<file path="src/rtl/dma_nest_pkg.sv">
// Shared types for the nested-loop DMA channel.
// Assumes: nothing beyond IEEE 1800-2017.
package dma_nest_pkg;

    localparam int WIDE_W   = 32;
    localparam int NARROW_W = 16;

    typedef enum logic [2:0] {
        ST_IDLE,
        ST_GAP,
        ST_RD,
        ST_RWAIT,
        ST_WR,
        ST_ADV
    } chan_st_e;

endpackage

</file>
<file path="src/rtl/dma_nest_dcnt.sv">
// Loadable down counter with a zero flag, used for both loop levels.
// Assumes: load has priority over dec; the count stops at zero.
module dma_nest_dcnt #(
    parameter int W = 5
) (
    input  logic         clk,
    input  logic         rst_n,
    input  logic         load,
    input  logic         dec,
    input  logic [W-1:0] load_val,
    output logic         at_zero
);

    logic [W-1:0] cnt_q;

    // remaining-count register
    always_ff @(posedge clk) begin
        if (!rst_n)
            cnt_q <= '0;
        else if (load)
            cnt_q <= load_val;
        else if (dec && (cnt_q != '0))
            cnt_q <= cnt_q - 1'b1;
    end

    assign at_zero = (cnt_q == '0);

endmodule

</file>
<file path="src/rtl/dma_nest_agen.sv">
// One address pointer: loads a base, then adds a signed step per word,
// or the signed burst step on the last word of a burst.
// Assumes: SW <= AW; the step is sign-extended to AW bits.
module dma_nest_agen #(
    parameter int AW = 32,
    parameter int SW = 16
) (
    input  logic                 clk,
    input  logic                 rst_n,
    input  logic                 load,
    input  logic                 adv,
    input  logic                 burst_end,
    input  logic [AW-1:0]        base,
    input  logic signed [SW-1:0] word_step,
    input  logic signed [SW-1:0] burst_step,
    output logic [AW-1:0]        ptr
);

    logic [AW-1:0] ptr_q;
    logic [AW-1:0] step_x;

    // pick the step that applies to this advance
    always_comb step_x = burst_end ? AW'(burst_step) : AW'(word_step);

    // pointer register
    always_ff @(posedge clk) begin
        if (!rst_n)
            ptr_q <= '0;
        else if (load)
            ptr_q <= base;
        else if (adv)
            ptr_q <= ptr_q + step_x;
    end

    assign ptr = ptr_q;

endmodule

</file>
<file path="src/rtl/dma_nest_trig.sv">
// Trigger bookkeeping: holds one pending trigger while busy and flags
// any trigger that finds one already pending.
// Assumes: take is high in the cycle a burst is launched.
module dma_nest_trig (
    input  logic clk,
    input  logic rst_n,
    input  logic ev,
    input  logic busy,
    input  logic take,
    output logic pend,
    output logic ovf
);

    logic pend_q;
    logic ovf_q;

    // pending flag: cleared by a launch, set by a trigger while busy
    always_ff @(posedge clk) begin
        if (!rst_n)
            pend_q <= 1'b0;
        else if (take)
            pend_q <= 1'b0;
        else if (ev && busy)
            pend_q <= 1'b1;
    end

    // overflow pulse, one cycle after the excess trigger
    always_ff @(posedge clk) begin
        if (!rst_n)
            ovf_q <= 1'b0;
        else
            ovf_q <= ev && pend_q;
    end

    assign pend = pend_q;
    assign ovf  = ovf_q;

endmodule

</file>
<file path="src/rtl/dma_nest_chan.sv">
// Single DMA channel: word loop inside burst loop, one burst per trigger,
// read-then-write word moves, completion pulse at the end of a transfer.
// Assumes: configuration is stable while busy; read data is valid
// one cycle after mem_rd_en (two when cfg_slow_src is set) and held.
module dma_nest_chan
    import dma_nest_pkg::*;
#(
    parameter int ADDR_W  = 32,
    parameter int STEP_W  = 16,
    parameter int BURST_W = 5,
    parameter int XFER_W  = 16
) (
    input  logic                     clk,
    input  logic                     rst_n,
    input  logic                     cfg_wide,
    input  logic                     cfg_slow_src,
    input  logic [BURST_W-1:0]       cfg_burst_m1,
    input  logic [XFER_W-1:0]        cfg_xfer_m1,
    input  logic [ADDR_W-1:0]        cfg_src_base,
    input  logic [ADDR_W-1:0]        cfg_dst_base,
    input  logic signed [STEP_W-1:0] cfg_src_wstep,
    input  logic signed [STEP_W-1:0] cfg_dst_wstep,
    input  logic signed [STEP_W-1:0] cfg_src_bstep,
    input  logic signed [STEP_W-1:0] cfg_dst_bstep,
    input  logic                     periph_trig,
    input  logic                     sw_trig,
    output logic                     mem_rd_en,
    output logic                     mem_wr_en,
    output logic                     mem_size,
    output logic [ADDR_W-1:0]        mem_addr,
    output logic [WIDE_W-1:0]        mem_wdata,
    input  logic [WIDE_W-1:0]        mem_rdata,
    output logic                     busy,
    output logic                     trig_ovf,
    output logic                     xfer_done_irq
);

    localparam int NPTR = 2;
    localparam int UP_W = WIDE_W - NARROW_W;

    chan_st_e st_q, st_d;
    logic     wait_q;
    logic     in_xfer_q;
    logic     irq_q;
    logic [WIDE_W-1:0] rbuf_q;

    logic ev, pend, launch, new_xfer;
    logic last_word, last_burst, rd_last_wait, xfer_end;

    logic [NPTR-1:0][ADDR_W-1:0]        base_a;
    logic [NPTR-1:0][ADDR_W-1:0]        ptr_a;
    logic [NPTR-1:0][STEP_W-1:0]        wstep_a;
    logic [NPTR-1:0][STEP_W-1:0]        bstep_a;

    assign ev           = periph_trig | sw_trig;
    assign new_xfer     = (st_q == ST_GAP) && !in_xfer_q;
    assign rd_last_wait = (st_q == ST_RWAIT) && !(cfg_slow_src && !wait_q);
    assign xfer_end     = (st_q == ST_ADV) && last_word && last_burst;
    assign launch       = ((st_q == ST_IDLE) && ev) ||
                          ((st_q == ST_ADV) && last_word && (pend || ev));

    // next-state for the word/burst sequencer
    always_comb begin
        st_d = st_q;
        unique case (st_q)
            ST_IDLE:  if (ev) st_d = ST_GAP;
            ST_GAP:   st_d = ST_RD;
            ST_RD:    st_d = ST_RWAIT;
            ST_RWAIT: if (rd_last_wait) st_d = ST_WR;
            ST_WR:    st_d = ST_ADV;
            ST_ADV:   if (!last_word) st_d = ST_RD;
                      else st_d = (pend || ev) ? ST_GAP : ST_IDLE;
            default:  st_d = ST_IDLE;
        endcase
    end

    // sequencer state, slow-source wait bit and transfer-open flag
    always_ff @(posedge clk) begin
        if (!rst_n) begin
            st_q      <= ST_IDLE;
            wait_q    <= 1'b0;
            in_xfer_q <= 1'b0;
        end else begin
            st_q   <= st_d;
            wait_q <= (st_q == ST_RWAIT) && cfg_slow_src && !wait_q;
            if (new_xfer)
                in_xfer_q <= 1'b1;
            else if (xfer_end)
                in_xfer_q <= 1'b0;
        end
    end

    // read-data holding register and completion pulse
    always_ff @(posedge clk) begin
        if (!rst_n) begin
            rbuf_q <= '0;
            irq_q  <= 1'b0;
        end else begin
            if (rd_last_wait)
                rbuf_q <= mem_rdata;
            irq_q <= xfer_end;
        end
    end

    // inner loop: words left in the burst
    dma_nest_dcnt #(.W(BURST_W)) u_word_cnt (
        .clk      (clk),
        .rst_n    (rst_n),
        .load     (st_q == ST_GAP),
        .dec      (st_q == ST_ADV),
        .load_val (cfg_burst_m1),
        .at_zero  (last_word)
    );

    // outer loop: bursts left in the transfer
    dma_nest_dcnt #(.W(XFER_W)) u_burst_cnt (
        .clk      (clk),
        .rst_n    (rst_n),
        .load     (new_xfer),
        .dec      ((st_q == ST_ADV) && last_word),
        .load_val (cfg_xfer_m1),
        .at_zero  (last_burst)
    );

    dma_nest_trig u_trig (
        .clk   (clk),
        .rst_n (rst_n),
        .ev    (ev),
        .busy  (st_q != ST_IDLE),
        .take  (launch),
        .pend  (pend),
        .ovf   (trig_ovf)
    );

    assign base_a  = {cfg_dst_base,  cfg_src_base};
    assign wstep_a = {cfg_dst_wstep, cfg_src_wstep};
    assign bstep_a = {cfg_dst_bstep, cfg_src_bstep};

    // index 0 is the source pointer, index 1 the destination pointer
    for (genvar g = 0; g < NPTR; g++) begin : g_ptr
        dma_nest_agen #(.AW(ADDR_W), .SW(STEP_W)) u_agen (
            .clk        (clk),
            .rst_n      (rst_n),
            .load       (new_xfer),
            .adv        (st_q == ST_ADV),
            .burst_end  (last_word),
            .base       (base_a[g]),
            .word_step  (wstep_a[g]),
            .burst_step (bstep_a[g]),
            .ptr        (ptr_a[g])
        );
    end

    assign mem_rd_en     = (st_q == ST_RD);
    assign mem_wr_en     = (st_q == ST_WR);
    assign mem_size      = cfg_wide;
    assign mem_addr      = (st_q == ST_WR) ? ptr_a[1] : ptr_a[0];
    assign mem_wdata     = cfg_wide ? rbuf_q : {{UP_W{1'b0}}, rbuf_q[NARROW_W-1:0]};
    assign busy          = (st_q != ST_IDLE);
    assign xfer_done_irq = irq_q;

endmodule

</file>
<file path="config.mk">
export PLATFORM = sky130hd
export DESIGN_NAME = dma_nest_chan
export DESIGN_NICKNAME = d
export VERILOG_FILES = /design/src/rtl/dma_nest_pkg.sv /design/src/rtl/dma_nest_dcnt.sv /design/src/rtl/dma_nest_agen.sv /design/src/rtl/dma_nest_trig.sv /design/src/rtl/dma_nest_chan.sv
export SDC_FILE = /design/constraint.sdc
export NUM_CORES = 1
export LEC_CHECK = 0
export BUFFER_PORTS_ARGS = -buffer_cell sky130_fd_sc_hd__buf_2
export CAP_MARGIN = 20
export CORE_ASPECT_RATIO = 1.4
export CORE_MARGIN = 3
export CORE_UTILIZATION = 54
export CTS_CLUSTER_DIAMETER = 120
export DETAILED_ROUTE_END_ITERATION = 10
export PLACE_DENSITY = 0.82
export SYNTH_ARGS = -nofsm -noshare
export SYNTH_HDL_FRONTEND = slang
export SYNTH_SLANG_ARGS = --single-unit
</file>
<file path="constraint.sdc">
create_clock -name clk -period 4.95 [get_ports clk]
set_clock_uncertainty 0.15 [all_clocks]
set_input_delay 0.2475 -clock clk [delete_from_list [all_inputs] [get_ports clk]]
set_output_delay 0.2475 -clock clk [all_outputs]
set_load 0.02 [all_outputs]
</file>
==> results of run 1 <==
[layer usage]
metal / track usage / wire length [um] / vias to the layer above
met5: 0 / 11 / -
met4: 0.167 / 1310 / 2
met1: 0.347 / 11700 / 4637
met3: 0.0522 / 2060 / 94
li1: - / - / 4869
met2: 0.563 / 15000 / 418
[what timing repair did]
action / CTS / global route
hold endpoints to repair: 76 / 0
hold buffers: 77 / 0
resized for setup: 0 / 0
[state kept, by name, summed over array words and instances, names as in the netlist]
name	flops
u_burst_cnt.cnt_q	16
wait_q	1
in_xfer_q	1
u_word_cnt.cnt_q	5
u_trig.ovf	1
u_trig.pend	1
g_ptr.u_agen.ptr	64
st_q	3
xfer_done_irq	1
rbuf_q	32
[layout by cell type (no fill, tap or decap), drive strengths merged, types with 5 or more instances in the layout]
master and n:
nand2 165, o21a 6, and2 20, nand3 19, a211oi 28, nor2b 15, a21oi 148, o21ai 49
a221oi 5, dfxtp 125, xnor2 30, mux2 64, nor3 25, nand4 11, ha 71, a21o 44
clkinv 5, buf 266, dlygate4sd3 77, a311oi 9, o22ai 5, nor4 5, o221ai 20, xor2 34
o211ai 7, or3 6, inv 27, mux2i 9, a22oi 6, a31oi 7, nand2b 8, clkbuf 19
nor2 85, and3 12
[worst paths after layout]
path | endpoint | slack (ns)
setup reg to reg | g_ptr[0].u_agen.ptr[30]$_SDFFE_PN0P_ | 0.52
setup / recovery | g_ptr[0].u_agen.ptr[30]$_SDFFE_PN0P_ | 0.52
hold / removal | g_ptr[0].u_agen.ptr[11]$_SDFFE_PN0P_ | 0.01
hold reg to reg | u_trig.ovf$_SDFF_PN0_ | 0.28
[cells by family (layout without fill, tap and decap cells)]
logic type | after synthesis | count (layout)
compound gates | 364 | 364
other cells | 0 | 2
flops | 125 | 125
mux | 73 | 73
xor+xnor | 64 | 64
buf+inv | 113 | 400
fa+ha+maj | 73 | 73
simple gates | 386 | 386
[layout make-up]
cell class	instances	area share
clock buffer	19	0.0367
timing repair buffer	343	0.179
inverter	25	0.00777
clock inverter	13	0.0116
antenna	2	0.000414
multi-input combinational	960	0.533
sequential	125	0.207
tap	232	0.0240
[worst max-delay path, stage by stage, from the launching register on]
cell	delay (ns)
dfxtp_1	0.33
inv_1	0.08
ha_1	0.14
nor4b_2	0.39
buf_12	0.28
mux2_2	0.20
ha_1	0.23
inv_1	0.08
fa_1	0.37
nor2b_1	0.21
o31a_1	0.18
o21ai_0	0.08
nand2_1	0.16
a21oi_2	0.11
o21ai_1	0.50
a31oi_1	0.24
or4_1	0.54
nand3_1	0.09
[per-stage QoR]
stage | worst slack [ns] | utilization
global placement | 0.710 | 0.631
global route | 0.213 | 0.712
detailed placement | 0.566 | 0.632
finish | 0.520 | 0.712
CTS | 0.538 | 0.711
floorplan | 0.835 | -
[power by group through the flow]
stage	clock, mW	combinational, mW	sequential, mW
2_1_floorplan	0	3.40	1.45
3_3_place_gp	0	4.21	1.54
3_5_place_dp	0	4.27	1.55
4_1_cts	1.26	4.36	1.53
5_1_grt	1.30	4.88	1.58
6_report	1.25	4.41	1.54
==> metrics.cfg, run 1 <==
[yosys]
yosys_warnings = 0
synth.yosys.seq_area_share = 0.266
synth-xor-area-share = 0.0596
synth.cells.most_frequent = nand2_1, a21oi_1, dfxtp_1
synthMuxAreaShare = 0.0862
synth_cell_type_count = 65
count_of_flip_flops_with_a_built_in_enable_after_synthesis = 0
synth_compound_area_frac = 0.248
syn-mean-instance-area_sq_um = 7.85
synth-main-ff-cell = dfxtp_1
yosys.area_share.simple = 0.188
yosysMostFrequentCell = nand2_1
post_synth_arst_share = 0
synth_area_leaders = dfxtp_1, ha_1, a21oi_1
number_of_nets_produced_by_synthesis = 1458
synth-adder-area-share = 0.0987
syn_inst = 1198
synth_top_family_by_area = compound AO/OA/AOI/OAI gates
synth.top_cell.area_share = 0.266
post_synth_instance_area_sq_um = 9410
yosys_register_bits = 125
synth_largest_area_cell = dfxtp_1

[placed_design]
globalplace.congestion = 0.936
detailed_place.area_sq_um = 10700
dp_hpwl_mm = 20.6
io_buffers = 256
place_inst = 1607

[clocking]
postCtsSetupBuffers = 0
clock-root-buffer = clkbuf_16
path_clk_slew_ns = 0.06
cts.sinks = 125
cts_tree = built
max-clock-path-buffers = 2
htree_num_levels = 4
cts_made_buffers = 17
skew_pair_late_insertion_delay_ns = 0.42

[drt]
viasPerCell = 5.83
drt-pass1-iter-count = 5
via_total_after_detailed_routing = 10020
route.detailed.drc = 0
detailed_route_wire_length_per_cell_um = 17.5
final_antenna_net_count = 0
total_wire_length_after_detailed_routing_mm = 30.0
first_iter_violations = 705

[sta]
final.setup.tns_ns = 0
layout_worst_path_cycle_share = 0.895
finalHoldViolCount = 0
count_of_pins_over_their_slew_limit = 0
rsz_0062_raised_after_global_routing = no
max_slew_margin = 0.281
finalHoldWorstSlack_ns = 0.0117
setup_viol = 0
period_needed_ns = 4.43
fmax_mhz = 226
transition_time_at_the_pin_with_the_least_slew_margin_ns = 1.07

[cells_and_area]
area_growth_syn_to_layout_pct = 28.4
num-fill-cells = 1341
finalNonFillerCells = 1719
regArea_sq_um = 2500
design_area_sq_um = 12100
multi_input_area_sq_um = 6440
nets = 1732
layout-drive-gt1-share = 0.259

[pwr]
swShare = 0.459
internal-power_mw = 3.90
combinationalPowerShare = 0.613
cellPowerDensity_nw_per_um2 = 597
p_switching_mw = 3.31
share_clk_of_total_power = 0.173
static-leakage-power_nw = 5.60
finalPower_mw = 7.21
relative_contribution_of_sequential_cells_to_total_power = 0.214
vdd_ir_drop_max_uv = 371

[global_route]
grt_max_degree = 55
antenna_found_initial = 3
grt_pass1_vias = 10087
grt_util_all_layers = 0.310
gr-total-overflow = 0
grt_first_pass_wirelength_mm = 48.8

[floorplan]
die_area_sq_um = 19100
core.rowCount = 56
chip_height_um = 162
floorplan.io_pins = 257
core_sq_um = 17000
fp.dieW_um = 118
initial_utilization = 0.555

[critical_path]
crit-reg2reg-launch = u_word_cnt.cnt_q[0]$_SDFFE_PN0P_
critPathKind = flip-flop to flip-flop
cp-start-kind = flip-flop
worstPathMaxFanout = 36
worst_setup_path_end_kind = flip-flop
cp_data_arrival_time_ns = 4.64
crit_start = u_word_cnt.cnt_q[0]$_SDFFE_PN0P_
r2r_cells = 17
critPathRequiredTime_ns = 5.16

[hold_path]
min_delay_src = cfg_src_base[11]
timing.hold.worst.class = primary input to flip-flop
worstHoldPathCells = 3

[job]
drv.max_cap_violation_count = 0

[outcome]
run_status = completed

Note: power is estimated with default switching activity, not from simulation.
==> run 2: changes to the inputs <==
ABC_AREA = 1   (was unset)
CORE_UTILIZATION = 56   (was 54)
==> metrics.cfg, run 2 <==
[outcome]
run_status = completed

[global_route]
gr-total-overflow = 0
grt_util_all_layers = 0.370
grt_max_degree = 87
grt_first_pass_wirelength_mm = 66.2
grt_pass1_vias = 13624
antenna_found_initial = 3

[floorplan]
initial_utilization = 0.575
floorplan.io_pins = 257
chip_height_um = 176
core.rowCount = 61
die_area_sq_um = 22300
fp.dieW_um = 127
core_sq_um = 20000

[sta]
layout_worst_path_cycle_share = 0.838
layout_setup_ws_ns = 0.800
final.setup.tns_ns = 0
count_of_pins_over_their_slew_limit = 0
period_needed_ns = 4.15
finalHoldViolCount = 0
setup_viol = 0
max_slew_margin = 0.294
rsz_0062_raised_after_global_routing = no
fmax_mhz = 241
transition_time_at_the_pin_with_the_least_slew_margin_ns = 1.06

[pwr]
static-leakage-power_nw = 8.37
vdd_ir_drop_max_uv = 290
cellPowerDensity_nw_per_um2 = 395

[hold_path]
timing.hold.worst.class = primary input to flip-flop
min_delay_src = cfg_xfer_m1[9]

[critical_path]
cp_data_arrival_time_ns = 4.30
worst_setup_path_end_kind = flip-flop
setup.worst_path.end = g_ptr[0].u_agen.ptr[28]$_SDFFE_PN0P_
cp-start-kind = flip-flop
critPathKind = flip-flop to flip-flop
crit_start = u_word_cnt.cnt_q[0]$_SDFFE_PN0P_
rr_endpoint = g_ptr[0].u_agen.ptr[28]$_SDFFE_PN0P_
worstPathMaxFanout = 29
r2r_setup_slack_ns = 0.80
r2r_cells = 19
critPathRequiredTime_ns = 5.10
crit-reg2reg-launch = u_word_cnt.cnt_q[0]$_SDFFE_PN0P_

[clocking]
max-clock-path-buffers = 2
cts.sinks = 125
htree_num_levels = 4
postCtsSetupBuffers = 0
post_cts_resize_count = 0
cts_tree = built
cts_made_buffers = 17
path_clk_slew_ns = 0.07
cts.hold.buffers_added = 61
skew_pair_late_insertion_delay_ns = 0.43
clock-root-buffer = clkbuf_16

[placed_design]
io_buffers = 256
globalplace.congestion = 0.970
dp_hpwl_mm = 31.1
detailed_place.area_sq_um = 12800
place_worst_setup_slack_ns = 0.893

[drt]
detailed_route_wire_length_per_cell_um = 16.1
first_iter_violations = 865
drt-pass1-iter-count = 7
final_antenna_net_count = 0
via_total_after_detailed_routing = 13921
total_wire_length_after_detailed_routing_mm = 41.8
viasPerCell = 5.36
route.detailed.drc = 0

[yosys]
synth_largest_area_cell = nand2_1
yosys_register_bits = 125
yosys_warnings = 0
syn_inst = 2064
post_synth_arst_share = 0
synth.yosys.seq_area_share = 0.218
number_of_nets_produced_by_synthesis = 2324
post_synth_instance_area_sq_um = 11500
yosysMostFrequentCell = nand2_1
count_of_flip_flops_with_a_built_in_enable_after_synthesis = 0
synth.cells.most_frequent = nand2_1, inv_1, nor2_1
synth_area_leaders = nand2_1, dfxtp_1, inv_1
synth-main-ff-cell = dfxtp_1
synth_cell_type_count = 44
synth.top_cell.area_share = 0.269
syn-mean-instance-area_sq_um = 5.57

[cells_and_area]
layout-drive-gt1-share = 0.143
num-fill-cells = 1858
nets = 2590
mostFrequentLayoutCells = nand2_1, inv_1, buf_2, nor2_1, dfxtp_1
layout_commonest_cell = nand2_1
insertedDiodeCount = 0
area_growth_syn_to_layout_pct = 21.5
largest_register_ff_count = 64
design_area_sq_um = 14000
post-route-util = 0.699

[job]
drv.max_cap_violation_count = 0

==> run 2: cells by family (layout without fill, tap and decap cells) <==
| logic type | after synthesis | in the layout | synth area share |
|---|---|---|---|
| simple gates | 1154 | 1154 | 0.404 |
| buf+inv | 408 | 687 | 0.143 |
| compound gates | 271 | 271 | 0.130 |
| flops | 125 | 125 | 0.218 |
| fa+ha+maj | 73 | 73 | 0.0807 |
| xor+xnor | 33 | 33 | 0.0251 |
==> run 2: area by class of cell <==
| cell class | count | area [sq um] | area share |
|---|---|---|---|
| timing repair buffer | 326 | 1960 | 0.140 |
| clock inverter | 14 | 169 | 0.0121 |
| tap | 252 | 315 | 0.0226 |
| multi-input combinational | 1531 | 7370 | 0.527 |
| clock buffer | 18 | 429 | 0.0307 |
| inverter | 329 | 1230 | 0.0883 |
| sequential | 125 | 2500 | 0.179 |
==> run 2: metrics by stage <==
step	power (mW)	hold WS, ns	cells
final	5.53	0.0129	2595
after floorplan	3.34	0.223	2064
after global placement	4.08	0.281	2502
after global routing	5.95	0.0268	2595
after CTS	5.48	0.00180	2595
after detailed placement	4.11	0.280	2502
==> run 2: report_power, final <==
group          switching (mW)  internal (mW)  leakage [nW]
sequential              0.121           1.13          1.02
clock                   0.572          0.763         0.292
combinational            1.96          0.978          7.06
total                    2.65           2.87          8.37
==> run 2: worst min path at each step <==
stage                                                 to  slack [ns]  cells past startpoint
floorplan                          u_trig.ovf$_SDFF_PN0_        0.22                      2
global placement                   u_trig.ovf$_SDFF_PN0_        0.28                      2
detailed placement                 u_trig.ovf$_SDFF_PN0_        0.28                      2
CTS                 g_ptr[1].u_agen.ptr[21]$_SDFFE_PN0P_       0.002                      5
global route         g_ptr[0].u_agen.ptr[4]$_SDFFE_PN0P_        0.03                      3
finish                 u_burst_cnt.cnt_q[9]$_SDFFE_PN0P_        0.01                      5
==> run 2: critical path: stages, from the launching register on <==
cell,delay [ns]
dfxtp_1,0.30
inv_1,0.11
ha_1,0.17
nand3_2,0.39
inv_1,0.95
nand2_1,0.12
nand2_1,0.12
ha_1,0.21
inv_1,0.07
fa_1,0.40
inv_1,0.11
nand3_1,0.08
nand3_1,0.15
nand3_1,0.10
nand3_1,0.17
nand2_1,0.10
nand3_1,0.09
nand3_1,0.08
nand2_1,0.08
a21oi_1,0.06
==> run 2: layer usage <==
layer / up-vias / global-route usage / share of wire
met5: - / 0 / 0.0011
met4: 6 / 0.229 / 0.069
met3: 158 / 0.0730 / 0.070
met2: 611 / 0.662 / 0.49
met1: 6235 / 0.394 / 0.37
li1: 6911 / - / -
==> run 3: changes to the inputs <==
clock period = 4.22 ns   (was 4.95 ns; I/O delays follow)
==> metrics.cfg, run 3 (synthesis results as in run 2) <==
[floorplan]
initial_utilization = 0.575
core.rowCount = 61
floorplan.io_pins = 257
fp.dieW_um = 127
chip_height_um = 176
die_area_sq_um = 22300
core_sq_um = 20000

[hold_path]
timing.hold.worst.class = primary input to flip-flop
min_delay_src = cfg_dst_base[22]

[critical_path]
critPathKind = flip-flop to flip-flop
cp_data_arrival_time_ns = 3.73
crit_path_cell_trace = inv_1 -> ha_1 -> nand3_2 -> buf_4 -> o21ai_0 -> inv_1 -> fa_1 -> inv_1 -> nand3_1 -> nand3_1 -> nand2_1 -> nand2_1 -> nand3_1 -> nand2_1 -> xor2_1 -> nand2_1 -> a21oi_1
cpMostUsedCell = nand2_1
cp-start-kind = flip-flop
worstPathMaxFanout = 34
crit_path_top_delay_cell = fa_1
critical_path.n_buffers_inverters = 4
crit_start = u_word_cnt.cnt_q[1]$_SDFFE_PN0P_
worst_setup_path_end_kind = flip-flop
critPathRequiredTime_ns = 4.43
timing.critical_path.slowest_cell_delay_ns = 0.47
crit-reg2reg-launch = u_word_cnt.cnt_q[1]$_SDFFE_PN0P_
critPathTopFamily = simple AND/OR/NAND/NOR gates

[pwr]
relative_contribution_of_sequential_cells_to_total_power = 0.231
p_switching_mw = 3.10
cellPowerDensity_nw_per_um2 = 448
combinationalPowerShare = 0.547
share_clk_of_total_power = 0.222
internal-power_mw = 3.26
vdd_ir_drop_max_uv = 342
static-leakage-power_nw = 8.46
swShare = 0.487

[clocking]
max-clock-path-buffers = 2
postCtsSetupBuffers = 0
htree_num_levels = 4
cts_tree = built
clock-root-buffer = clkbuf_16
path_clk_slew_ns = 0.07
skew_pair_late_insertion_delay_ns = 0.44
cts_made_buffers = 17
post_cts_resize_count = 0
cts.sinks = 125
cts.hold.buffers_added = 85

[cells_and_area]
largest_register_ff_count = 64
area_growth_syn_to_layout_pct = 23.4
num-fill-cells = 1785
layout_commonest_cell = nand2_1
finalNonFillerCells = 2624
regArea_sq_um = 2500
mostFrequentLayoutCells = nand2_1, inv_1, buf_2, nor2_1, dfxtp_1
layout-drive-gt1-share = 0.143
multi_input_area_sq_um = 7370
design_area_sq_um = 14200
insertedDiodeCount = 0
nets = 2619

[sta]
transition_time_at_the_pin_with_the_least_slew_margin_ns = 1.04
rsz_0062_raised_after_global_routing = no
layout_setup_ws_ns = 0.704
final.setup.tns_ns = 0
setup_viol = 0
layout_worst_path_cycle_share = 0.833
finalHoldViolCount = 0
fmax_mhz = 284
count_of_pins_over_their_slew_limit = 0
max_slew_margin = 0.304
period_needed_ns = 3.52

[placed_design]
place_inst = 2507
detailed_place.area_sq_um = 12800
place_worst_setup_slack_ns = 0.825
dp_hpwl_mm = 30.5
globalplace.congestion = 1.04
io_buffers = 256

[drt]
route.detailed.drc = 0
total_wire_length_after_detailed_routing_mm = 41.8
drt-pass1-iter-count = 6
viasPerCell = 5.39
via_total_after_detailed_routing = 14133
final_antenna_net_count = 0
detailed_route_wire_length_per_cell_um = 15.9
first_iter_violations = 1076

[global_route]
grt_max_degree = 72
grt_pass1_vias = 13730
gr-total-overflow = 0
grt_first_pass_wirelength_mm = 66.0
grt_util_all_layers = 0.366
antenna_found_initial = 1

[outcome]
run_status = completed

[job]
drv.max_cap_violation_count = 0

==> run 3: final timing paths <==
path,slack (ns),end,cells after the start
setup / recovery,0.70,g_ptr[1].u_agen.ptr[16]$_SDFFE_PN0P_,17
hold reg to reg,0.31,u_trig.ovf$_SDFF_PN0_,2
setup reg to reg,0.70,g_ptr[1].u_agen.ptr[16]$_SDFFE_PN0P_,17
hold / removal,0.006,g_ptr[1].u_agen.ptr[22]$_SDFFE_PN0P_,5
==> run 3: final cells by class <==
class / count / area share
multi-input cells: 1531 / 0.519
flip-flops and latches: 125 / 0.176
repair buffers: 355 / 0.158
inverters: 329 / 0.0870
clock buffers: 18 / 0.0302
well taps: 252 / 0.0222
clock inverters: 14 / 0.00776
==> run 3: power groups by stage <==
| stage | combinational [mW] | sequential, mW | clock (mW) |
|---|---|---|---|
| 2_1_floorplan | 2.48 | 1.44 | 0 |
| 3_3_place_gp | 3.28 | 1.48 | 0 |
| 3_5_place_dp | 3.33 | 1.49 | 0 |
| 4_1_cts | 3.42 | 1.46 | 1.41 |
| 5_1_grt | 3.89 | 1.48 | 1.46 |
| 6_report | 3.48 | 1.47 | 1.41 |
==> run 3: worst min-delay path, cell delays in order <==
cell	delay, ns
buf_2	0.10
nand2_1	0.05
nand2_1	0.06
nand2_1	0.06
a21oi_1	0.05
==> run 3: through the flow <==
stage	hold slack [ns]	util	power, mW
6_report	0.00620	0.710	6.36
5_1_grt	0.0178	0.710	6.84
4_1_cts	0.0000684	0.710	6.29
3_5_place_dp	0.285	0.640	4.82
3_3_place_gp	0.281	0.640	4.76
2_1_floorplan	0.187	-	3.92
==> run 3: routing by layer <==
layer / routed length [um] / GRT usage
met3: 3570 / 0.0852
met2: 20300 / 0.645
met4: 3050 / 0.238
met5: 9 / 0
met1: 14900 / 0.385
